===== config.mk =====
export PLATFORM = sky130hd
export DESIGN_NAME = dsk_cmd_seq
export DESIGN_NICKNAME = d
export VERILOG_FILES = /design/src/rtl/dsk_seq_pkg.sv /design/src/rtl/dsk_seq_pollctr.sv /design/src/rtl/dsk_seq_words.sv /design/src/rtl/dsk_cmd_seq.sv
export SDC_FILE = /design/constraint.sdc
export NUM_CORES = 1
export LEC_CHECK = 0
export BUFFER_PORTS_ARGS = -buffer_cell sky130_fd_sc_hd__buf_2
export CAP_MARGIN = 20
export CORE_UTILIZATION = 53
export CTS_CLUSTER_SIZE = 10
export DETAILED_ROUTE_END_ITERATION = 16
export PLACE_DENSITY = 0.82
export SLEW_MARGIN = 20
export SYNTH_ARGS = -nofsm -noshare
export SYNTH_HDL_FRONTEND = slang
export SYNTH_HIERARCHICAL = 1
export SYNTH_SLANG_ARGS = --single-unit

===== constraint.sdc =====
create_clock -name clk -period 2.6 [get_ports clk]
set_clock_uncertainty 0.05 [all_clocks]
set_input_delay 0.26 -clock clk [delete_from_list [all_inputs] [get_ports clk]]
set_output_delay 0.26 -clock clk [all_outputs]
set_load 0.005 [all_outputs]

===== src/rtl/dsk_seq_pkg.sv =====
// Shared definitions for the disk command issue sequencer: register
// addresses, status bit positions, control values and the state encoding.
// Assumes a two-bit register address space on the host register bus.
package dsk_seq_pkg;

    typedef enum logic [1:0] {
        RA_CTRL = 2'd0,
        RA_STAT = 2'd1,
        RA_ATTN = 2'd2,
        RA_CMDW = 2'd3
    } reg_addr_e;

    localparam int STAT_BUSY_BIT  = 0;
    localparam int STAT_CFULL_BIT = 1;
    localparam logic [7:0] CTRL_IRQ_OFF = 8'h00;
    localparam logic [7:0] CTRL_IRQ_ON  = 8'h01;
    localparam int LONG_FLAG_BIT  = 14;

    typedef enum logic [2:0] {
        S_IDLE,
        S_IRQ_OFF,
        S_WAIT_IDLE,
        S_ATTN,
        S_IRQ_ON,
        S_WORD,
        S_WAIT_TAKEN,
        S_FIN
    } seq_st_e;

endpackage


===== src/rtl/dsk_seq_pollctr.sv =====
// Bounded poll counter. Counts flag-set polls and reports when the current
// poll is the last one permitted. Assumes LIMIT >= 1; held clear outside a
// poll phase.
module dsk_seq_pollctr #(
    parameter int LIMIT = 10000
) (
    input  logic clk,
    input  logic rst_n,
    input  logic clr,
    input  logic inc,
    output logic at_limit
);
    localparam int CW = $clog2(LIMIT + 1);

    logic [CW-1:0] cnt;

    // Count the polls that saw the flag still set.
    always_ff @(posedge clk) begin
        if (!rst_n || clr) cnt <= '0;
        else if (inc)      cnt <= cnt + 1'b1;
    end

    // The poll in flight is the LIMIT-th one.
    assign at_limit = (cnt == CW'(LIMIT - 1));
endmodule


===== src/rtl/dsk_seq_words.sv =====
// Command word selector. Builds word 0 from the latched fields and picks
// word idx for the command register. Assumes idx never exceeds last_idx.
module dsk_seq_words
    import dsk_seq_pkg::*;
#(
    parameter int NARG = 3
) (
    input  logic [4:0]         cmd_code,
    input  logic [2:0]         dev_num,
    input  logic [7:0]         opt_byte,
    input  logic               long_cmd,
    input  logic [16*NARG-1:0] arg_words,
    input  logic [1:0]         idx,
    output logic [15:0]        word,
    output logic [1:0]         last_idx
);
    logic [15:0] w [NARG+1];

    // Word 0: option byte, length flag, device and command code.
    always_comb begin
        w[0] = {opt_byte, 8'h00} | {8'h00, dev_num, cmd_code};
        if (long_cmd) w[0][LONG_FLAG_BIT] = 1'b1;
    end

    genvar k;
    generate
        for (k = 1; k <= NARG; k++) begin : g_arg
            assign w[k] = arg_words[16*k-1 -: 16];
        end
    endgenerate

    assign word     = w[idx];
    assign last_idx = long_cmd ? 2'd3 : 2'd1;
endmodule


===== src/rtl/dsk_cmd_seq.sv =====
// Disk attachment command issue sequencer. Runs the attention handshake
// (interrupts off, bounded not-busy poll, attention byte, interrupts on)
// and then writes 2 or 4 command words, polling acceptance of each with
// its own bounded count. Assumes a request/acknowledge register bus where
// read data is valid in the acknowledge cycle.
module dsk_cmd_seq
    import dsk_seq_pkg::*;
#(
    parameter int POLL_LIMIT = 10000
) (
    input  logic        clk,
    input  logic        rst_n,
    input  logic        start,
    input  logic [4:0]  cmd_code,
    input  logic [2:0]  dev_num,
    input  logic [7:0]  opt_byte,
    input  logic        long_cmd,
    input  logic [4:0]  attn_type,
    input  logic        skip_wait,
    input  logic        attn_only,
    input  logic [47:0] arg_words,
    output logic        bus_req,
    output logic        bus_we,
    output logic        bus_word,
    output logic [1:0]  bus_addr,
    output logic [15:0] bus_wdata,
    input  logic        bus_ack,
    input  logic [7:0]  bus_rdata,
    output logic        active,
    output logic        done,
    output logic        busy_to,
    output logic        cmd_to
);
    seq_st_e     st;
    logic [4:0]  r_cmd;
    logic [2:0]  r_dev;
    logic [7:0]  r_opt;
    logic        r_long;
    logic [4:0]  r_attn;
    logic        r_skip;
    logic        r_aonly;
    logic [47:0] r_args;
    logic [1:0]  widx;
    logic        err_busy;
    logic        err_full;

    logic [15:0] cur_word;
    logic [1:0]  last_idx;
    logic        polling;
    logic        flag_set;
    logic        pc_inc;
    logic        at_limit;
    logic        unused_rd;

    assign unused_rd = ^bus_rdata;

    dsk_seq_words #(.NARG(3)) u_words (
        .cmd_code (r_cmd),
        .dev_num  (r_dev),
        .opt_byte (r_opt),
        .long_cmd (r_long),
        .arg_words(r_args),
        .idx      (widx),
        .word     (cur_word),
        .last_idx (last_idx)
    );

    // Status flag relevant to the current poll phase.
    always_comb begin
        polling  = (st == S_WAIT_IDLE) || (st == S_WAIT_TAKEN);
        flag_set = (st == S_WAIT_IDLE) ? bus_rdata[STAT_BUSY_BIT]
                                       : bus_rdata[STAT_CFULL_BIT];
        pc_inc   = polling && bus_ack && flag_set && !at_limit;
    end

    dsk_seq_pollctr #(.LIMIT(POLL_LIMIT)) u_poll (
        .clk     (clk),
        .rst_n   (rst_n),
        .clr     (!polling),
        .inc     (pc_inc),
        .at_limit(at_limit)
    );

    // Sequencer state, latched fields, word index and error causes.
    always_ff @(posedge clk) begin
        if (!rst_n) begin
            st       <= S_IDLE;
            r_cmd    <= '0;
            r_dev    <= '0;
            r_opt    <= '0;
            r_long   <= 1'b0;
            r_attn   <= '0;
            r_skip   <= 1'b0;
            r_aonly  <= 1'b0;
            r_args   <= '0;
            widx     <= '0;
            err_busy <= 1'b0;
            err_full <= 1'b0;
        end else begin
            unique case (st)
                S_IDLE: if (start) begin
                    r_cmd    <= cmd_code;
                    r_dev    <= dev_num;
                    r_opt    <= opt_byte;
                    r_long   <= long_cmd;
                    r_attn   <= attn_type;
                    r_skip   <= skip_wait;
                    r_aonly  <= attn_only;
                    r_args   <= arg_words;
                    widx     <= '0;
                    err_busy <= 1'b0;
                    err_full <= 1'b0;
                    st       <= S_IRQ_OFF;
                end
                S_IRQ_OFF: if (bus_ack) st <= r_skip ? S_ATTN : S_WAIT_IDLE;
                S_WAIT_IDLE: if (bus_ack) begin
                    if (!flag_set)     st <= S_ATTN;
                    else if (at_limit) begin
                        err_busy <= 1'b1;
                        st       <= S_FIN;
                    end
                end
                S_ATTN:   if (bus_ack) st <= S_IRQ_ON;
                S_IRQ_ON: if (bus_ack) st <= r_aonly ? S_FIN : S_WORD;
                S_WORD:   if (bus_ack) st <= S_WAIT_TAKEN;
                S_WAIT_TAKEN: if (bus_ack) begin
                    if (!flag_set) begin
                        if (widx == last_idx) st <= S_FIN;
                        else begin
                            widx <= widx + 1'b1;
                            st   <= S_WORD;
                        end
                    end else if (at_limit) begin
                        err_full <= 1'b1;
                        st       <= S_FIN;
                    end
                end
                S_FIN:   st <= S_IDLE;
                default: st <= S_IDLE;
            endcase
        end
    end

    // Register bus access implied by the current state.
    always_comb begin
        bus_req   = 1'b1;
        bus_we    = 1'b1;
        bus_word  = 1'b0;
        bus_addr  = RA_CTRL;
        bus_wdata = '0;
        unique case (st)
            S_IRQ_OFF:    bus_wdata = {8'h00, CTRL_IRQ_OFF};
            S_WAIT_IDLE,
            S_WAIT_TAKEN: begin
                bus_we   = 1'b0;
                bus_addr = RA_STAT;
            end
            S_ATTN: begin
                bus_addr  = RA_ATTN;
                bus_wdata = {8'h00, r_dev, r_attn};
            end
            S_IRQ_ON:     bus_wdata = {8'h00, CTRL_IRQ_ON};
            S_WORD: begin
                bus_addr  = RA_CMDW;
                bus_word  = 1'b1;
                bus_wdata = cur_word;
            end
            default: begin
                bus_req = 1'b0;
                bus_we  = 1'b0;
            end
        endcase
    end

    // Completion and cause reporting.
    assign active  = (st != S_IDLE);
    assign done    = (st == S_FIN);
    assign busy_to = done && err_busy;
    assign cmd_to  = done && err_full;
endmodule


==> impl_metrics.yaml, run 1 <==
worst_setup_path:
  crit_path_max_fanout: 8
  r2r-end: "u_poll/cnt[11]"
  cp_data_required_time_ns: 2.83
  startpoint_type: "register"
  reg2reg_slack_ns: 0.25
  critical_path_class: "register to register"
  reg2reg_from: "u_poll/cnt[0]"
  cp-end-kind: "register"
  r2r_cells: 8
  timing.critical_path.arrival_ns: 2.59
hold_path:
  hp-class: "input pin to register"
  timing.hold.worst_path_depth: 3
  hold_path_startpoint: "arg_words[4]"
  whs_endpoint: "r_args[4]"
finish:
  inserted_diodes: 0
  final_net_count: 683
  final_layout_size_suffix_gt1_share_pct: 25.0
  most_common_cell_after_layout_fill_and_taps_aside: "sky130_fd_sc_hd__nand2_1"
  layout_common_cells: "sky130_fd_sc_hd__nand2_1 (154), sky130_fd_sc_hd__buf_2 (102), sky130_fd_sc_hd__dfxtp_1 (93), sky130_fd_sc_hd__a21oi_1 (81), sky130_fd_sc_hd__nor2_1 (15)"
  design_area_um2: 5080
  syn2layout_area_growth_pct: 16.0
clock_tree:
  cts_buffers: 9
  cts.sinks: 93
  worst_setup_hold_path_clk_slew_ns: 0.09
  clk_root_buffer_cell: "sky130_fd_sc_hd__clkbuf_8"
  postCtsHoldBufs: 0
  clk_path_buf_depth: 2
  tritoncts: "yes"
  cts-htree-levels: 3
  insertion_delay_to_the_later_sink_of_the_worst_skew_pair_ns: 0.36
sta:
  finalSetupViolCount: 0
  hold_violations: 0
  timing.slew.headroom_pct: 57.5
  rsz0062_at_grt: "no"
  post-route-period-util_pct: 90.5
  finalWorstPathRequiredPeriod_ns: 2.35
  totalNegativeSetupSlack_ns: 0
  max_slew.worst_pin.slew_ns: 0.636
  max_clock_freq_mhz: 425
  final-max-slew-violation-count: 0
yosys:
  post-synth-top-area-fraction_pct: 42.6
  synth-adder-area-share_pct: 0.286
  synth_warnings: 6
  main_combinational_cell_family_by_area_after_synthesis: "simple AND/OR/NAND/NOR gates"
  synth-seq-area-share_pct: 42.6
  post_synth_num_cell_types: 49
  synth-compound-area-share_pct: 14.5
  yosys_register_bits: 93
  fraction_of_synthesized_area_in_multiplexers_pct: 10.5
  postSynth.asyncResetShare_pct: 0
  syn-mean-instance-area_um2: 8.51
  postSynth.topFlopCell: "sky130_fd_sc_hd__dfxtp_1"
  synthCells: 514
  synth_top_cell_by_area: "sky130_fd_sc_hd__dfxtp_1"
  synthSimpleGateAreaFrac_pct: 23.9
  area_contributors_post_synth: "sky130_fd_sc_hd__dfxtp_1 (43%), sky130_fd_sc_hd__nand2_1 (13%), sky130_fd_sc_hd__a21oi_1 (9.3%), sky130_fd_sc_hd__mux4_2 (4.6%), sky130_fd_sc_hd__mux4_1 (4.2%)"
  mappedNetlistNets: 599
  synth_enable_flop_cells: 0
  netlist_area_um2: 4370
  synthXorXnorAreaFrac_pct: 1.20
global_routing:
  grt_start_max_net_pins: 73
  grt_util_met3_pct: 6.08
  first_global_vias: 3622
  globalRouteTotalUtil_pct: 25.1
  grt_overflow_total: 0
  grt_pass1_wl_mm: 16.9
  grtUsageMet2_pct: 41.9
  antenna_violations_before_repair: 0
  grt_use_met1_pct: 31.6
  busiest_layer: "met2"
floorplan:
  die_x_um: 92.8
  fp.coreArea_um2: 7850
  initial_core_util_pct: 55.7
  design.die.area_um2: 8620
  die_h_um: 92.8
  placementRows: 32
  boundaryPins: 109
power:
  vdd_ir_drop_max_v: 0.000402
  clkPwrFrac_pct: 32.0
  power_density_nw_per_um2: 577
  power.switching_fraction_pct: 27.6
  finalPower_mw: 2.93
  seq_power_share_pct: 53.6
  net-switching-power_uw: 807
  internal_power_mw: 2.12
  cellLeakagePower_nw: 2.08
  power_frac_comb_pct: 14.4
routing:
  drt-vias-per-instance: 5.56
  avgRoutedWirePerCell_um: 15.1
  totalWireLength_mm: 10.6
  detailedRoute.firstIterationViolations: 181
  remaining_drc_errors: 0
  drtAntennaViolNets: 0
  routed-via-count: 3923
  drt_pass1_iterations: 4
placement:
  place_hpwl_mm: 7.44
  placedInstanceArea_um2: 4870
  place_congestion: 0.840
  io_buffer_count: 102
run_status:
  outcome: "finished clean"
flow_run:
  cap_viol_max_count: 0
stage by stage:
step                      setup slack [ns]  util, %  hold slack [ns]  cells
after floorplan                      0.306        -            0.346    514
after global placement               0.251     62.0            0.389    688
after detailed placement             0.171     62.0            0.395    688
after CTS                            0.133     64.5           0.0644    704
after global routing                0.0218     64.7           0.0633    705
final                                0.247     64.7           0.0784    705
layer usage:
layer / part of all wire (%) / routed length (um) / up-vias
li1: - / - / 1943
met4: 0.89 / 95 / 0
met3: 5.8 / 620 / 10
met2: 51 / 5390 / 130
met1: 43 / 4540 / 1840
met5: 0 / 0 / -
state kept, by name, summed over array words and instances (netlist names), 2 cells and up:
signal and count:
r_args 48, r_attn 5, r_cmd 5, r_dev 3
r_opt 8, st 3, u_poll/cnt 14, widx 2
how the worst max path moves through the flow:
stage	start	to	slack, ns
CTS	u_poll/cnt[0]	u_poll/cnt[11]	0.13
floorplan	u_poll/cnt[0]	u_poll/cnt[11]	0.31
finish	u_poll/cnt[0]	u_poll/cnt[11]	0.25
global route	u_poll/cnt[0]	u_poll/cnt[11]	0.02
detailed placement	u_poll/cnt[0]	u_poll/cnt[11]	0.17
global placement	u_poll/cnt[0]	u_poll/cnt[9]	0.25
cell type report:
cell class              count  area [um2]
clock buffers              12         165
clock inverters             4        30.0
fillers                   692        2770
inverters                   6        22.5
multi-input cells         371        2220
flip-flops and latches     93        1860
well taps                 102         128
repair buffers            117         648
synthesized netlist by cell type, drive strengths merged, types with 2 or more instances:
| library cell | number |
|---|---|
| mux4 | 16 |
| o21a | 3 |
| or3 | 2 |
| nand3b | 4 |
| mux2i | 6 |
| nor2b | 4 |
| nand4 | 7 |
| xor2 | 3 |
| or4 | 3 |
| o31ai | 4 |
| a21oi | 81 |
| inv | 6 |
| xnor2 | 3 |
| nor3 | 4 |
| nand2b | 8 |
| nor2 | 15 |
| nor4b | 2 |
| nor4 | 4 |
| a21o | 3 |
| nand3 | 6 |
| dfxtp | 93 |
| and2 | 2 |
| a31oi | 2 |
| a22oi | 7 |
| o21ai | 4 |
| buf | 25 |
| clkbuf | 19 |
| nand2 | 154 |
| and3 | 10 |
power groups by stage:
stage	clock, mW	combinational [mW]	sequential [mW]
after floorplan	0	0.309	1.58
after global placement	0	0.407	1.59
after detailed placement	0	0.418	1.60
after CTS	0.946	0.420	1.57
after global routing	1.01	0.467	1.58
final	0.937	0.422	1.57
critical path, stage by stage (launching register included):
cell and delay (ns):
sky130_fd_sc_hd__dfxtp_1 0.36, sky130_fd_sc_hd__ha_1 0.25, sky130_fd_sc_hd__nand4_1 0.15, sky130_fd_sc_hd__nor4_1 0.06
sky130_fd_sc_hd__and4_1 0.23, sky130_fd_sc_hd__nor3_2 0.24, sky130_fd_sc_hd__nand4_2 0.24, sky130_fd_sc_hd__or4_1 0.55
sky130_fd_sc_hd__a21oi_1 0.15
what timing repair did:
item                                   4_1_cts  5_1_grt
buffers inserted                             0        1
endpoints found under the hold margin        0        0
setup endpoints to repair                    0        5
gates resized for setup                      0        1
kinds of logic (layout without fill, tap and decap cells):
logic type,after synthesis,after routing
muxes,23,23
other,1,1
and+or+nand+nor,230,230
xor gates and xnor gates,6,6
adders and majority gates,1,1
AOI/OAI and AO/OA,110,110
DFF,93,93
buffers and inverters,50,139
(Power assumes the default switching activity.)
==> run 2, diff against run 1 <==
--- a/config.mk
+++ b/config.mk
@@ -5,9 +5,11 @@
 export SDC_FILE = /design/constraint.sdc
 export NUM_CORES = 1
 export LEC_CHECK = 0
-export BUFFER_PORTS_ARGS = -buffer_cell sky130_fd_sc_hd__buf_2
+export BUFFER_PORTS_ARGS = -buffer_cell sky130_fd_sc_hd__buf_4
 export CAP_MARGIN = 20
-export CORE_UTILIZATION = 53
+export CELL_PAD_IN_SITES_DETAIL_PLACEMENT = 2
+export CELL_PAD_IN_SITES_GLOBAL_PLACEMENT = 2
+export CORE_UTILIZATION = 31
 export CTS_CLUSTER_SIZE = 10
 export DETAILED_ROUTE_END_ITERATION = 16
 export PLACE_DENSITY = 0.82
==> run 2 against run 1 <==
Via count up 3.8%. Global-route usage fell by 4.3 points. Clock-buffer cell count up 1. Total power grew 15%. Fmax shrank 5.4%. Worst hold slack better by 0.027 ns. Critical path depth grew 1. Final cell count rose by 12%. Wire length up 36%. Sequential share of layout area shrank 3.2 points. Die area increased by 69%. Largest power group unchanged.
==> impl_metrics.yaml, run 2 (same netlist as run 1, synthesis figures left out) <==
hold_path:
  hp-class: "input pin to register"
finish:
  filler_cell_count: 1543
  layout_common_cells: "sky130_fd_sc_hd__nand2_1 (154), sky130_fd_sc_hd__buf_4 (120), sky130_fd_sc_hd__dfxtp_1 (93), sky130_fd_sc_hd__a21oi_1 (81), sky130_fd_sc_hd__nor2_1 (15)"
  final_layout_size_suffix_gt1_share_pct: 25.9
  fin_util_pct: 40.2
  post_layout_nonfiller_instances: 787
  final_net_count: 687
  inserted_diodes: 0
  largest_register_ff_count: 48
  top_register: "r_args"
  design_area_um2: 5560
  top_regs: "r_args (48), u_poll/cnt (14), r_opt (8)"
  syn2layout_area_growth_pct: 27.1
  most_common_cell_after_layout_fill_and_taps_aside: "sky130_fd_sc_hd__nand2_1"
routing:
  remaining_drc_errors: 0
  detailedRoute.firstIterationViolations: 140
  totalWireLength_mm: 14.5
  avgRoutedWirePerCell_um: 18.4
  drt-vias-per-instance: 5.18
  drt_pass1_iterations: 4
  drtAntennaViolNets: 0
  routed-via-count: 4074
clock_tree:
  cts.sinks: 93
  worst_setup_hold_path_clk_slew_ns: 0.07
  insertion_delay_to_the_later_sink_of_the_worst_skew_pair_ns: 0.35
  tritoncts: "yes"
  cts_buffers: 9
  cts-htree-levels: 3
  postCtsHoldBufs: 0
  clk_path_buf_depth: 2
  clk_root_buffer_cell: "sky130_fd_sc_hd__clkbuf_16"
power:
  clkPwrFrac_pct: 38.8
  power_frac_comb_pct: 14.6
  seq_power_share_pct: 46.6
  vdd_ir_drop_max_v: 0.000306
  power_density_nw_per_um2: 604
  internal_power_mw: 2.44
  power.switching_fraction_pct: 27.3
  net-switching-power_uw: 914
  cellLeakagePower_nw: 2.21
worst_setup_path:
  reg2reg_slack_ns: 0.11
  timing.critical_path.arrival_ns: 2.71
  critical_path_class: "register to register"
  startpoint_type: "register"
  cp_data_required_time_ns: 2.82
  crit_path_max_fanout: 6
  cp-end-kind: "register"
placement:
  place_congestion: 0.757
  dp.cells: 768
  place_hpwl_mm: 10.2
  io_buffer_count: 102
  placedInstanceArea_um2: 5220
sta:
  timing.slew.headroom_pct: 47.7
  max_slew.worst_pin.slew_ns: 0.784
  hold_violations: 0
  post-route-period-util_pct: 95.7
  max_clock_freq_mhz: 402
  finalSetupViolCount: 0
  totalNegativeSetupSlack_ns: 0
  finalWorstPathRequiredPeriod_ns: 2.49
  final-max-slew-violation-count: 0
global_routing:
  first_global_vias: 4428
  grt_overflow_total: 0
  globalRouteTotalUtil_pct: 20.8
  grt_pass1_wl_mm: 23.0
  grt_start_max_net_pins: 75
  antenna_violations_before_repair: 0
floorplan:
  die_h_um: 121
  initial_core_util_pct: 31.6
  boundaryPins: 109
  design.die.area_um2: 14600
  fp.coreArea_um2: 13800
  placementRows: 43
  die_x_um: 121
run_status:
  outcome: "finished clean"
flow_run:
  cap_viol_max_count: 0
[run 2: cell count changes in the layout (fill, tap and decap cells not counted), moves of 3 or more]
| cell | change |
|---|---|
| sky130_fd_sc_hd__buf_2 | -102 |
| sky130_fd_sc_hd__nor4_1 | -3 |
| sky130_fd_sc_hd__clkbuf_8 | -10 |
| sky130_fd_sc_hd__buf_4 | +107 |
| sky130_fd_sc_hd__clkbuf_16 | +9 |
| sky130_fd_sc_hd__nor4_2 | +3 |
[run 2: worst paths after layout]
path / startpoint / endpoint / cells past startpoint
max: u_poll/cnt[0] / u_poll/cnt[8] / 9
min: arg_words[16] / r_args[16] / 3
max reg2reg: u_poll/cnt[0] / u_poll/cnt[8] / 9
min reg2reg: r_args[2] / r_args[2] / 2
[run 2: layout make-up]
cell class / instances / area (um2) / area share (%)
multi-input combinational: 371 / 2240 / 40.3
sequential: 93 / 1860 / 33.5
timing repair buffer: 121 / 921 / 16.6
clock buffer: 13 / 260 / 4.68
tap: 180 / 225 / 4.05
clock inverter: 3 / 26.3 / 0.473
inverter: 6 / 22.5 / 0.405
[run 2: power by group through the flow]
stage | registers [mW] | logic, mW | clock network (mW)
after detailed placement | 1.60 | 0.494 | 0
final | 1.56 | 0.489 | 1.30
after global routing | 1.57 | 0.543 | 1.40
after floorplan | 1.58 | 0.309 | 0
after CTS | 1.57 | 0.499 | 1.34
after global placement | 1.59 | 0.470 | 0
[run 2: timing repair]
action                                  4_1_cts  5_1_grt
setup buffers                                 0        3
endpoints found under the setup margin        3        6
resized for setup                             1        4
[run 2: stage by stage]
step | power (mW) | hold WS [ns] | worst slack (ns)
3_3_place_gp | 2.06 | 0.390 | 0.147
3_5_place_dp | 2.09 | 0.398 | 0.0102
6_report | 3.35 | 0.105 | 0.113
4_1_cts | 3.40 | 0.0908 | 0.0568
5_1_grt | 3.51 | 0.0991 | -0.0117
2_1_floorplan | 1.89 | 0.346 | 0.306
[run 2: layer usage]
metal | vias to the layer above | track usage [%] | share of wire (%)
li1 | 1940 | - | -
met1 | 2027 | 23.2 | 40
met2 | 87 | 38.5 | 54
met3 | 20 | 5.52 | 4.3
met4 | 0 | 5.79 | 1.6
met5 | - | 0 | 0
[run 2: worst max-delay path: stages (launching register included)]
cell                      delay [ns]
sky130_fd_sc_hd__dfxtp_1        0.36
sky130_fd_sc_hd__ha_1           0.26
sky130_fd_sc_hd__nand4_1        0.13
sky130_fd_sc_hd__nor4_1         0.07
sky130_fd_sc_hd__and4_2         0.30
sky130_fd_sc_hd__nor3_2         0.24
sky130_fd_sc_hd__nand4_2        0.20
sky130_fd_sc_hd__buf_4          0.22
sky130_fd_sc_hd__or4_1          0.41
sky130_fd_sc_hd__a21oi_1        0.17
==> run 3, diff against run 2 <==
--- a/config.mk
+++ b/config.mk
@@ -13,6 +13,7 @@
 export CTS_CLUSTER_SIZE = 10
 export DETAILED_ROUTE_END_ITERATION = 16
 export PLACE_DENSITY = 0.82
+export SETUP_SLACK_MARGIN = 0.5
 export SLEW_MARGIN = 20
 export SYNTH_ARGS = -nofsm -noshare
 export SYNTH_HDL_FRONTEND = slang
==> run 3 against run 2 <==
Sequential power about the same. Critical path depth fell by 4. Wire length grew 8.6%. Clock-buffer cell count unchanged. Worst setup slack better by 0.35 ns. Final area rose by 5.7%. Non-clock buffer count is 8 higher. First-iteration DRC count is 16% higher. Worst hold slack better by 0.0035 ns. Largest cell class unchanged. Largest power group unchanged.
==> impl_metrics.yaml, run 3 (same netlist as run 1, synthesis figures left out) <==
run_status:
  outcome: "finished clean"
finish:
  design_area_um2: 5880
  layout_common_cells: "sky130_fd_sc_hd__nand2_1 (154), sky130_fd_sc_hd__buf_4 (114), sky130_fd_sc_hd__dfxtp_1 (87), sky130_fd_sc_hd__a21oi_1 (80), sky130_fd_sc_hd__nor2_1 (15)"
  inserted_diodes: 0
  post_layout_nonfiller_instances: 795
  top_register: "r_args"
  syn2layout_area_growth_pct: 34.3
  largest_register_ff_count: 48
  top_regs: "r_args (48), u_poll/cnt (14), r_opt (8)"
  final_layout_size_suffix_gt1_share_pct: 32.4
  filler_cell_count: 1493
  most_common_cell_after_layout_fill_and_taps_aside: "sky130_fd_sc_hd__nand2_1"
  fin_util_pct: 42.5
  final_net_count: 695
worst_setup_path:
  r2r_cells: 9
  critical_path_class: "register to primary output"
  reg2reg_slack_ns: 0.49
  reg2reg_from: "u_poll/cnt[0]"
  cp_data_required_time_ns: 2.29
  timing.critical_path.arrival_ns: 1.83
  cp-end-kind: "primary output"
  r2r-end: "u_poll/cnt[11]"
  crit_path_max_fanout: 8
  startpoint_type: "register"
hold_path:
  hold_path_startpoint: "opt_byte[0]"
  timing.hold.worst_path_depth: 3
  whs_endpoint: "r_opt[0]"
  hp-class: "input pin to register"
power:
  power_frac_comb_pct: 15.0
  power_density_nw_per_um2: 600
  finalPower_mw: 3.53
  internal_power_mw: 2.62
  vdd_ir_drop_max_v: 0.000247
  clkPwrFrac_pct: 40.5
  cellLeakagePower_nw: 2.26
  seq_power_share_pct: 44.5
  net-switching-power_uw: 913
  power.switching_fraction_pct: 25.9
routing:
  drt_pass1_iterations: 4
  totalWireLength_mm: 15.8
  remaining_drc_errors: 0
  detailedRoute.firstIterationViolations: 163
  routed-via-count: 4152
  drt-vias-per-instance: 5.22
  drtAntennaViolNets: 0
  avgRoutedWirePerCell_um: 19.8
sta:
  finalSetupViolCount: 0
  timing.slew.headroom_pct: 59.1
  totalNegativeSetupSlack_ns: 0
  max_clock_freq_mhz: 467
  rsz0062_at_grt: "yes"
  post-route-period-util_pct: 82.3
  finalWorstPathRequiredPeriod_ns: 2.14
  holdWs_ns: 0.109
  fin_ws_ns: 0.459
  hold_violations: 0
  final-max-slew-violation-count: 0
  max_slew.worst_pin.slew_ns: 0.613
clock_tree:
  worst_setup_hold_path_clk_slew_ns: 0.07
  cts.sinks: 93
  clk_path_buf_depth: 2
  clk_root_buffer_cell: "sky130_fd_sc_hd__clkbuf_16"
  tritoncts: "yes"
  cts-htree-levels: 3
  insertion_delay_to_the_later_sink_of_the_worst_skew_pair_ns: 0.34
  cts_buffers: 9
global_routing:
  grt_overflow_total: 0
  first_global_vias: 4550
  grt_start_max_net_pins: 62
  grt_pass1_wl_mm: 24.1
  globalRouteTotalUtil_pct: 21.5
  antenna_violations_before_repair: 0
floorplan:
  placementRows: 43
  design.die.area_um2: 14600
  boundaryPins: 109
  die_x_um: 121
  initial_core_util_pct: 31.6
  die_h_um: 121
  fp.coreArea_um2: 13800
placement:
  dp.cells: 766
  placedInstanceArea_um2: 5260
  place_hpwl_mm: 10.1
  place_congestion: 0.804
  io_buffer_count: 102
  pre_cts_slack_ns: 0.148
flow_run:
  cap_viol_max_count: 0
run 3: worst max-delay path, cell delays in order, from the launching register on:
cell and delay [ns]:
sky130_fd_sc_hd__dfxtp_4 0.43, sky130_fd_sc_hd__buf_8 0.15, sky130_fd_sc_hd__mux4_2 0.51, sky130_fd_sc_hd__a22oi_2 0.17, sky130_fd_sc_hd__nor2_1 0.08, sky130_fd_sc_hd__buf_4 0.14
run 3: final cells by class:
| type | count | area (um2) | share of cell area (%) |
|---|---|---|---|
| Timing Repair Buffer | 129 | 1050 | 17.9 |
| Clock inverter | 3 | 68.8 | 1.17 |
| Inverter | 6 | 26.3 | 0.447 |
| Multi-Input combinational cell | 371 | 2370 | 40.4 |
| Tap cell | 180 | 225 | 3.83 |
| Clock buffer | 13 | 250 | 4.26 |
| Sequential cell | 93 | 1880 | 32.0 |
run 3: layer usage:
| layer | global-route usage [%] | vias up | wire length, um |
|---|---|---|---|
| li1 | - | 1961 | - |
| met1 | 24.0 | 2065 | 6330 |
| met2 | 40.8 | 104 | 8460 |
| met3 | 4.10 | 22 | 663 |
| met4 | 6.64 | 0 | 316 |
| met5 | 0 | - | 0 |
run 3: worst max path at each step:
| stage | startpoint | end | slack (ns) | depth (start not counted) |
|---|---|---|---|---|
| after detailed placement | u_poll/cnt[0] | u_poll/cnt[9] | 0.15 | 8 |
| after floorplan | u_poll/cnt[0] | u_poll/cnt[13] | 0.54 | 10 |
| final | widx[0] | bus_wdata[6] | 0.46 | 5 |
| after global routing | u_poll/cnt[0] | u_poll/cnt[11] | 0.32 | 9 |
| after CTS | widx[0] | bus_wdata[5] | 0.46 | 5 |
| after global placement | u_poll/cnt[0] | u_poll/cnt[9] | 0.23 | 8 |
run 3: power groups by stage:
stage / Sequential (mW) / Combinational, mW / Clock (mW)
2_1_floorplan: 1.58 / 0.309 / 0
3_3_place_gp: 1.59 / 0.476 / 0
3_5_place_dp: 1.60 / 0.497 / 0
4_1_cts: 1.57 / 0.523 / 1.46
5_1_grt: 1.58 / 0.579 / 1.51
6_report: 1.57 / 0.529 / 1.43
run 3: repair_timing:
action | 4_1_cts | 5_1_grt
setup buffers | 10 | 2
resized for setup | 33 | 29
gates cloned | 1 | 0
setup endpoints to repair | 35 | 48
pin swaps | 3 | 7
hold buffers | 0 | 0
